$ cat src/rtl/gpio_bank_pkg.sv
package gpio_bank_pkg;
   localparam int WORD_W     = 32;
   localparam int KIND_COUNT = 7;

   typedef enum logic [2:0] {
      KIND_LEVEL = 3'd0,
      KIND_DIR   = 3'd1,
      KIND_SET   = 3'd2,
      KIND_CLR   = 3'd3,
      KIND_RISE  = 3'd4,
      KIND_FALL  = 3'd5,
      KIND_STAT  = 3'd6
   } kind_e;
endpackage

$ cat src/rtl/gpio_in_sync.sv
module gpio_in_sync #(
   parameter int NUM_PINS = 64
) (
   input  logic                clk,
   input  logic                rst_n,
   input  logic [NUM_PINS-1:0] pad_in,
   output logic [NUM_PINS-1:0] lvl_q,
   output logic [NUM_PINS-1:0] rise_ev,
   output logic [NUM_PINS-1:0] fall_ev
);
   logic [NUM_PINS-1:0] meta_q;
   logic [NUM_PINS-1:0] prev_q;

   always_ff @(posedge clk or negedge rst_n) begin
      if (!rst_n) begin
         meta_q <= '0;
         lvl_q  <= '0;
         prev_q <= '0;
      end else begin
         meta_q <= pad_in;
         lvl_q  <= meta_q;
         prev_q <= lvl_q;
      end
   end

   assign rise_ev = lvl_q & ~prev_q;
   assign fall_ev = ~lvl_q & prev_q;
endmodule

$ cat src/rtl/gpio_ctrl_regs.sv
module gpio_ctrl_regs
   import gpio_bank_pkg::*;
#(
   parameter int NUM_PINS = 64,
   localparam int WPF     = NUM_PINS / WORD_W,
   localparam int BANK_W  = (WPF > 1) ? $clog2(WPF) : 1
) (
   input  logic                clk,
   input  logic                rst_n,
   input  logic                wr_en,
   input  kind_e               wr_kind,
   input  logic [BANK_W-1:0]   wr_bank,
   input  logic [WORD_W-1:0]   wdata,
   output logic [NUM_PINS-1:0] dir_q,
   output logic [NUM_PINS-1:0] out_q,
   output logic [NUM_PINS-1:0] rise_en_q,
   output logic [NUM_PINS-1:0] fall_en_q
);
   for (genvar b = 0; b < WPF; b++) begin : g_bank
      logic sel;
      assign sel = wr_en && (wr_bank == BANK_W'(b));

      always_ff @(posedge clk or negedge rst_n) begin
         if (!rst_n) begin
            dir_q[b*WORD_W +: WORD_W]     <= '0;
            out_q[b*WORD_W +: WORD_W]     <= '0;
            rise_en_q[b*WORD_W +: WORD_W] <= '0;
            fall_en_q[b*WORD_W +: WORD_W] <= '0;
         end else if (sel) begin
            case (wr_kind)
               KIND_DIR:  dir_q[b*WORD_W +: WORD_W]     <= wdata;
               KIND_SET:  out_q[b*WORD_W +: WORD_W]     <= out_q[b*WORD_W +: WORD_W] | wdata;
               KIND_CLR:  out_q[b*WORD_W +: WORD_W]     <= out_q[b*WORD_W +: WORD_W] & ~wdata;
               KIND_RISE: rise_en_q[b*WORD_W +: WORD_W] <= wdata;
               KIND_FALL: fall_en_q[b*WORD_W +: WORD_W] <= wdata;
               default: ;
            endcase
         end
      end
   end
endmodule

$ cat src/rtl/gpio_edge_status.sv
module gpio_edge_status
   import gpio_bank_pkg::*;
#(
   parameter int NUM_PINS = 64,
   localparam int WPF     = NUM_PINS / WORD_W,
   localparam int BANK_W  = (WPF > 1) ? $clog2(WPF) : 1
) (
   input  logic                clk,
   input  logic                rst_n,
   input  logic                wr_en,
   input  kind_e               wr_kind,
   input  logic [BANK_W-1:0]   wr_bank,
   input  logic [WORD_W-1:0]   wdata,
   input  logic [NUM_PINS-1:0] rise_ev,
   input  logic [NUM_PINS-1:0] fall_ev,
   input  logic [NUM_PINS-1:0] rise_en,
   input  logic [NUM_PINS-1:0] fall_en,
   output logic [NUM_PINS-1:0] stat_q
);
   logic [NUM_PINS-1:0] hit;
   assign hit = (rise_ev & rise_en) | (fall_ev & fall_en);

   for (genvar b = 0; b < WPF; b++) begin : g_bank
      logic [WORD_W-1:0] clr_mask;
      assign clr_mask = (wr_en && wr_kind == KIND_STAT && wr_bank == BANK_W'(b)) ? wdata : '0;

      // a new edge is ORed in after the clear mask, so it survives a coincident clear
      always_ff @(posedge clk or negedge rst_n) begin
         if (!rst_n) stat_q[b*WORD_W +: WORD_W] <= '0;
         else        stat_q[b*WORD_W +: WORD_W] <= (stat_q[b*WORD_W +: WORD_W] & ~clr_mask)
                                                   | hit[b*WORD_W +: WORD_W];
      end
   end
endmodule

$ cat src/rtl/gpio_bank_ctrl.sv
module gpio_bank_ctrl
   import gpio_bank_pkg::*;
#(
   parameter int NUM_PINS = 64,
   localparam int WPF     = NUM_PINS / WORD_W,
   localparam int BANK_W  = (WPF > 1) ? $clog2(WPF) : 1,
   localparam int ADDR_W  = $clog2(KIND_COUNT * WPF * 4),
   localparam int WIDX_W  = ADDR_W - 2
) (
   input  logic                clk,
   input  logic                rst_n,
   input  logic                bus_wr,
   input  logic [ADDR_W-1:0]   bus_addr,
   input  logic [WORD_W-1:0]   bus_wdata,
   output logic [WORD_W-1:0]   bus_rdata,
   input  logic [NUM_PINS-1:0] pad_in,
   output logic [NUM_PINS-1:0] pad_out,
   output logic [NUM_PINS-1:0] pad_oe,
   output logic                irq
);
   if (NUM_PINS != 64 && NUM_PINS != 96) begin : g_bad_pins
      $error("gpio_bank_ctrl: NUM_PINS must be 64 or 96");
   end

   logic [WIDX_W-1:0]   widx;
   logic                acc_hit;
   kind_e               acc_kind;
   logic [BANK_W-1:0]   acc_bank;
   logic                wr_en;
   logic [NUM_PINS-1:0] lvl_q, rise_ev, fall_ev;
   logic [NUM_PINS-1:0] dir_q, out_q, rise_en_q, fall_en_q, stat_q;

   assign widx = bus_addr[ADDR_W-1:2];

   always_comb begin
      acc_hit  = (int'(widx) < KIND_COUNT * WPF);
      acc_kind = kind_e'(3'(int'(widx) / WPF));
      acc_bank = BANK_W'(int'(widx) % WPF);
   end

   assign wr_en = bus_wr && acc_hit;

   gpio_in_sync #(.NUM_PINS(NUM_PINS)) u_sync (
      .clk(clk), .rst_n(rst_n), .pad_in(pad_in),
      .lvl_q(lvl_q), .rise_ev(rise_ev), .fall_ev(fall_ev)
   );

   gpio_ctrl_regs #(.NUM_PINS(NUM_PINS)) u_regs (
      .clk(clk), .rst_n(rst_n), .wr_en(wr_en), .wr_kind(acc_kind),
      .wr_bank(acc_bank), .wdata(bus_wdata),
      .dir_q(dir_q), .out_q(out_q), .rise_en_q(rise_en_q), .fall_en_q(fall_en_q)
   );

   gpio_edge_status #(.NUM_PINS(NUM_PINS)) u_stat (
      .clk(clk), .rst_n(rst_n), .wr_en(wr_en), .wr_kind(acc_kind),
      .wr_bank(acc_bank), .wdata(bus_wdata),
      .rise_ev(rise_ev), .fall_ev(fall_ev), .rise_en(rise_en_q), .fall_en(fall_en_q),
      .stat_q(stat_q)
   );

   logic [WPF-1:0][WORD_W-1:0] lvl_w, dir_w, out_w, ren_w, fen_w, st_w;
   assign lvl_w = lvl_q;
   assign dir_w = dir_q;
   assign out_w = out_q;
   assign ren_w = rise_en_q;
   assign fen_w = fall_en_q;
   assign st_w  = stat_q;

   always_comb begin
      bus_rdata = '0;
      if (acc_hit) begin
         case (acc_kind)
            KIND_LEVEL:        bus_rdata = lvl_w[acc_bank];
            KIND_DIR:          bus_rdata = dir_w[acc_bank];
            KIND_SET, KIND_CLR: bus_rdata = out_w[acc_bank];
            KIND_RISE:         bus_rdata = ren_w[acc_bank];
            KIND_FALL:         bus_rdata = fen_w[acc_bank];
            KIND_STAT:         bus_rdata = st_w[acc_bank];
            default:           bus_rdata = '0;
         endcase
      end
   end

   assign pad_out = out_q;
   assign pad_oe  = dir_q;
   assign irq     = |stat_q;
endmodule

$ cat config.mk
export PLATFORM = sky130hd
export DESIGN_NAME = gpio_bank_ctrl
export DESIGN_NICKNAME = d
export VERILOG_FILES = /design/src/rtl/gpio_bank_pkg.sv /design/src/rtl/gpio_in_sync.sv /design/src/rtl/gpio_ctrl_regs.sv /design/src/rtl/gpio_edge_status.sv /design/src/rtl/gpio_bank_ctrl.sv
export SDC_FILE = /design/constraint.sdc
export NUM_CORES = 1
export LEC_CHECK = 0
export CORE_MARGIN = 4
export CORE_UTILIZATION = 56
export DETAILED_ROUTE_END_ITERATION = 10
export GPL_TIMING_DRIVEN = 0
export PLACE_DENSITY = 0.8
export SYNTH_ARGS = -nofsm -noshare
export SYNTH_HDL_FRONTEND = slang
export SYNTH_SLANG_ARGS = --single-unit
$ cat constraint.sdc
create_clock -name clk -period 3.3 [get_ports clk]
set_input_delay 0.66 -clock clk [delete_from_list [all_inputs] [get_ports clk]]
set_output_delay 0.66 -clock clk [all_outputs]
set_load 0.01 [all_outputs]
==> run metrics <==
height of the die=between 200 and 250 um; post-route ant nets=0; H-tree level count=2; first-pass GRT wire length=102 mm; drt pass-1 iters=7; LEAKAGE=roughly 0.012 uW; Synth Warn #=0; Placer Congestion=0.931; PwrDens=649 mW/mm2; Core ar.=between 0.03 and 0.04 mm2; failing checks=setup timing; Area Overhead vs Synth=24.2%; CP max FO=3; min Tclk post-route=~3300 ps; critical path capture point type=output port; DR vias/cell=around 6.3; syn nets=roughly 1.8k; Hold WC Path Type=in2async; Max-slew headroom=between 30% and 40%; Post-Synthesis Cells=between 1.5k and 2k; reg2reg start=u_sync.lvl_q[30]; status=finished, violations left; register area share after synthesis=approximately three fifths; Starting Density=57.2%; slowest library cell on the worst path=nor4_1; Vias=between 15k and 20k; critical path launch point=u_stat.stat_q[16]; RSZ-0062 raised after global routing=yes; fmax=around 0.3 GHz; period utilization=100%; IO Port Bufs=229; DRC Markers=0; initial antenna violation count=3; drt wl/cell=26.7 um; Non-Filler Instances=2545; hold_ws=about 80 ps; synth unique cells=29; Clock transition at path regs=about 60 ps; max_cap viols=0; die area=0.0420 mm2; DRT iter0 DRCs=1715; CTS root buf=clkbuf_16; flop-to-flop setup slack=2280 ps; Yosys top cell area share=58.9%; final net count=2095; TritonCTS Buffers=52; Cell Chain, Critical Path=nor4_1, nand4_1, or4_4, dlygate4sd2_1; placed wire-length estimate=44.8 mm; clk_lat worst skew=600 ps; fin worst setup slack=-5.79 ps; WS Path Type=reg2out; share of cells above drive strength 1=about 18%; dpl ws=-1050 ps; Worst Tran Pin Value=932 ps; Final setup viols=1; Worst Setup EP=irq; largest net degree at the start of global routing=between 100 and 150; RR Endpoint=u_stat.stat_q[30]; TritonCTS Sinks=about 500; TritonCTS clock tree=done; Post-CTS Hold Buffers=0; Crit path arrival time=2650 ps; Req. time, crit path=between 2000 and 3000 ps; VDD IR max=419 uV; synth top area cells=dfrtp_1, mux2i_1, mux2_2, mux2_4, o22ai_1; DRT Wirelength=a little under 70 mm; global route overflow=0; Crit path depth=4; # IOs=about 270; Slew Viols, Final=0; Netlist Area Pre-Place=0.0217 mm2; flops & latches, synth=512; Largest stage delay, worst path=approximately 570 ps; # rows=between 70 and 80; FF-to-FF path depth=2; Max Root-Sink Buffers=3; final hold vios=0; Synth Area per Inst=~13 um2; width of the die=a little over 200 um; clock skew=around 15 ps; dpl cells=approximately 2.4k; startpoint class of the critical path=flip-flop; Yosys top cell by area=dfrtp_1; Final Power=17500 uW; vias in the first global route=roughly 17k; All-Layer GR Usage=32.2%; family with the most delay on the worst path=simple AND/OR/NAND/NOR gates; Critical path buffers and inverters=1
-- worst min path at each step --
| stage | end | slack, ps | cells after the start |
|---|---|---|---|
| after floorplan | u_sync.lvl_q[0] | 330 | 0 |
| after global placement | u_sync.lvl_q[22] | 330 | 0 |
| after detailed placement | u_sync.lvl_q[16] | 330 | 0 |
| after CTS | u_regs.dir_q[2] | 120 | 1 |
| after global routing | u_regs.dir_q[2] | 150 | 1 |
| final | u_regs.dir_q[2] | 80 | 1 |
-- area by class of cell --
cell class / count / area [um2]
clock inverter: 22 / 256
antenna: 4 / 10.0
clock buffer: 72 / 1480
sequential: 512 / 12800
timing repair buffer: 236 / 2420
buffer: 129 / 902
multi-input combinational: 995 / 8240
inverter: 64 / 240
tap: 511 / 639
fill: 2678 / 11000
-- timing repair --
item / 4_1_cts / 5_1_grt
setup endpoints to repair: 33 / 17
gates resized for setup: 174 / 23
pin swaps: 2 / 1
buffers inserted: 3 / 0
-- metal layers --
layer  global-route usage [%]  wire (um)
met5                        0          0
met4                     15.3       3870
met3                     9.47       7290
met2                     49.2      30800
met1                     42.8      26000
-- worst reg2reg max path, stage by stage (launching register included) --
cell and delay (ps):
dfrtp_1 420, and3b_1 230, a221o_1 260
-- cell usage in the layout, fill, tap and decap left out, types with 36 or more instances in the layout --
master,netlist,final
a21o_1,61,61
clkbuf_1,86,73
clkbuf_16,0,55
clkdlybuf4s50_1,0,199
dfrtp_1,512,512
inv_1,64,64
mux2_2,132,132
mux2_4,60,60
mux2i_1,256,251
nand2_1,126,126
nand3b_1,63,63
nand4_1,36,36
o21ai_0,61,61
o22ai_1,96,95
-- cells by family (layout without fill, tap and decap cells) --
kind of cell | Yosys count | count (layout) | synth area share, %
DFF | 512 | 512 | 58.9
muxes | 448 | 448 | 22.8
and+or+nand+nor | 326 | 326 | 8.21
AOI/OAI and AO/OA | 221 | 221 | 6.41
buffers and inverters | 194 | 523 | 3.69
other | 0 | 4 | 0
-- cells in the mapped netlist --
cell type and number:
a21o_1 61, a221o_1 3, and3b_1 4, and4b_1 1, buf_1 16, buf_2 21, buf_4 1, buf_6 6
clkbuf_1 86, dfrtp_1 512, inv_1 64, mux2_2 132, mux2_4 60, mux2i_1 256, nand2_1 126, nand2b_1 1
nand3_1 32, nand3b_1 63, nand4_1 36, nor2_1 3, nor2b_1 4, nor3b_1 1, nor4_1 16, nor4bb_1 1
o21ai_0 61, o22ai_1 96, or3_1 33, or3b_1 4, or4_1 1
-- per-stage QoR --
stage / util, % / area [um2] / setup TNS (ps)
global route: 71.0 / 27000 / -29.0
floorplan: - / 21700 / 0
global placement: 64.9 / 24700 / -
finish: 71.0 / 27000 / -5.79
CTS: 70.8 / 26900 / -3.04
detailed placement: 65.2 / 24800 / -31310
-- power by group --
part,internal [uW],switching [uW]
Sequential,7220,862
Combinational,1890,1540
Clock,3510,2500
Total,12600,4900
Note: power is estimated with default switching activity, not from simulation.
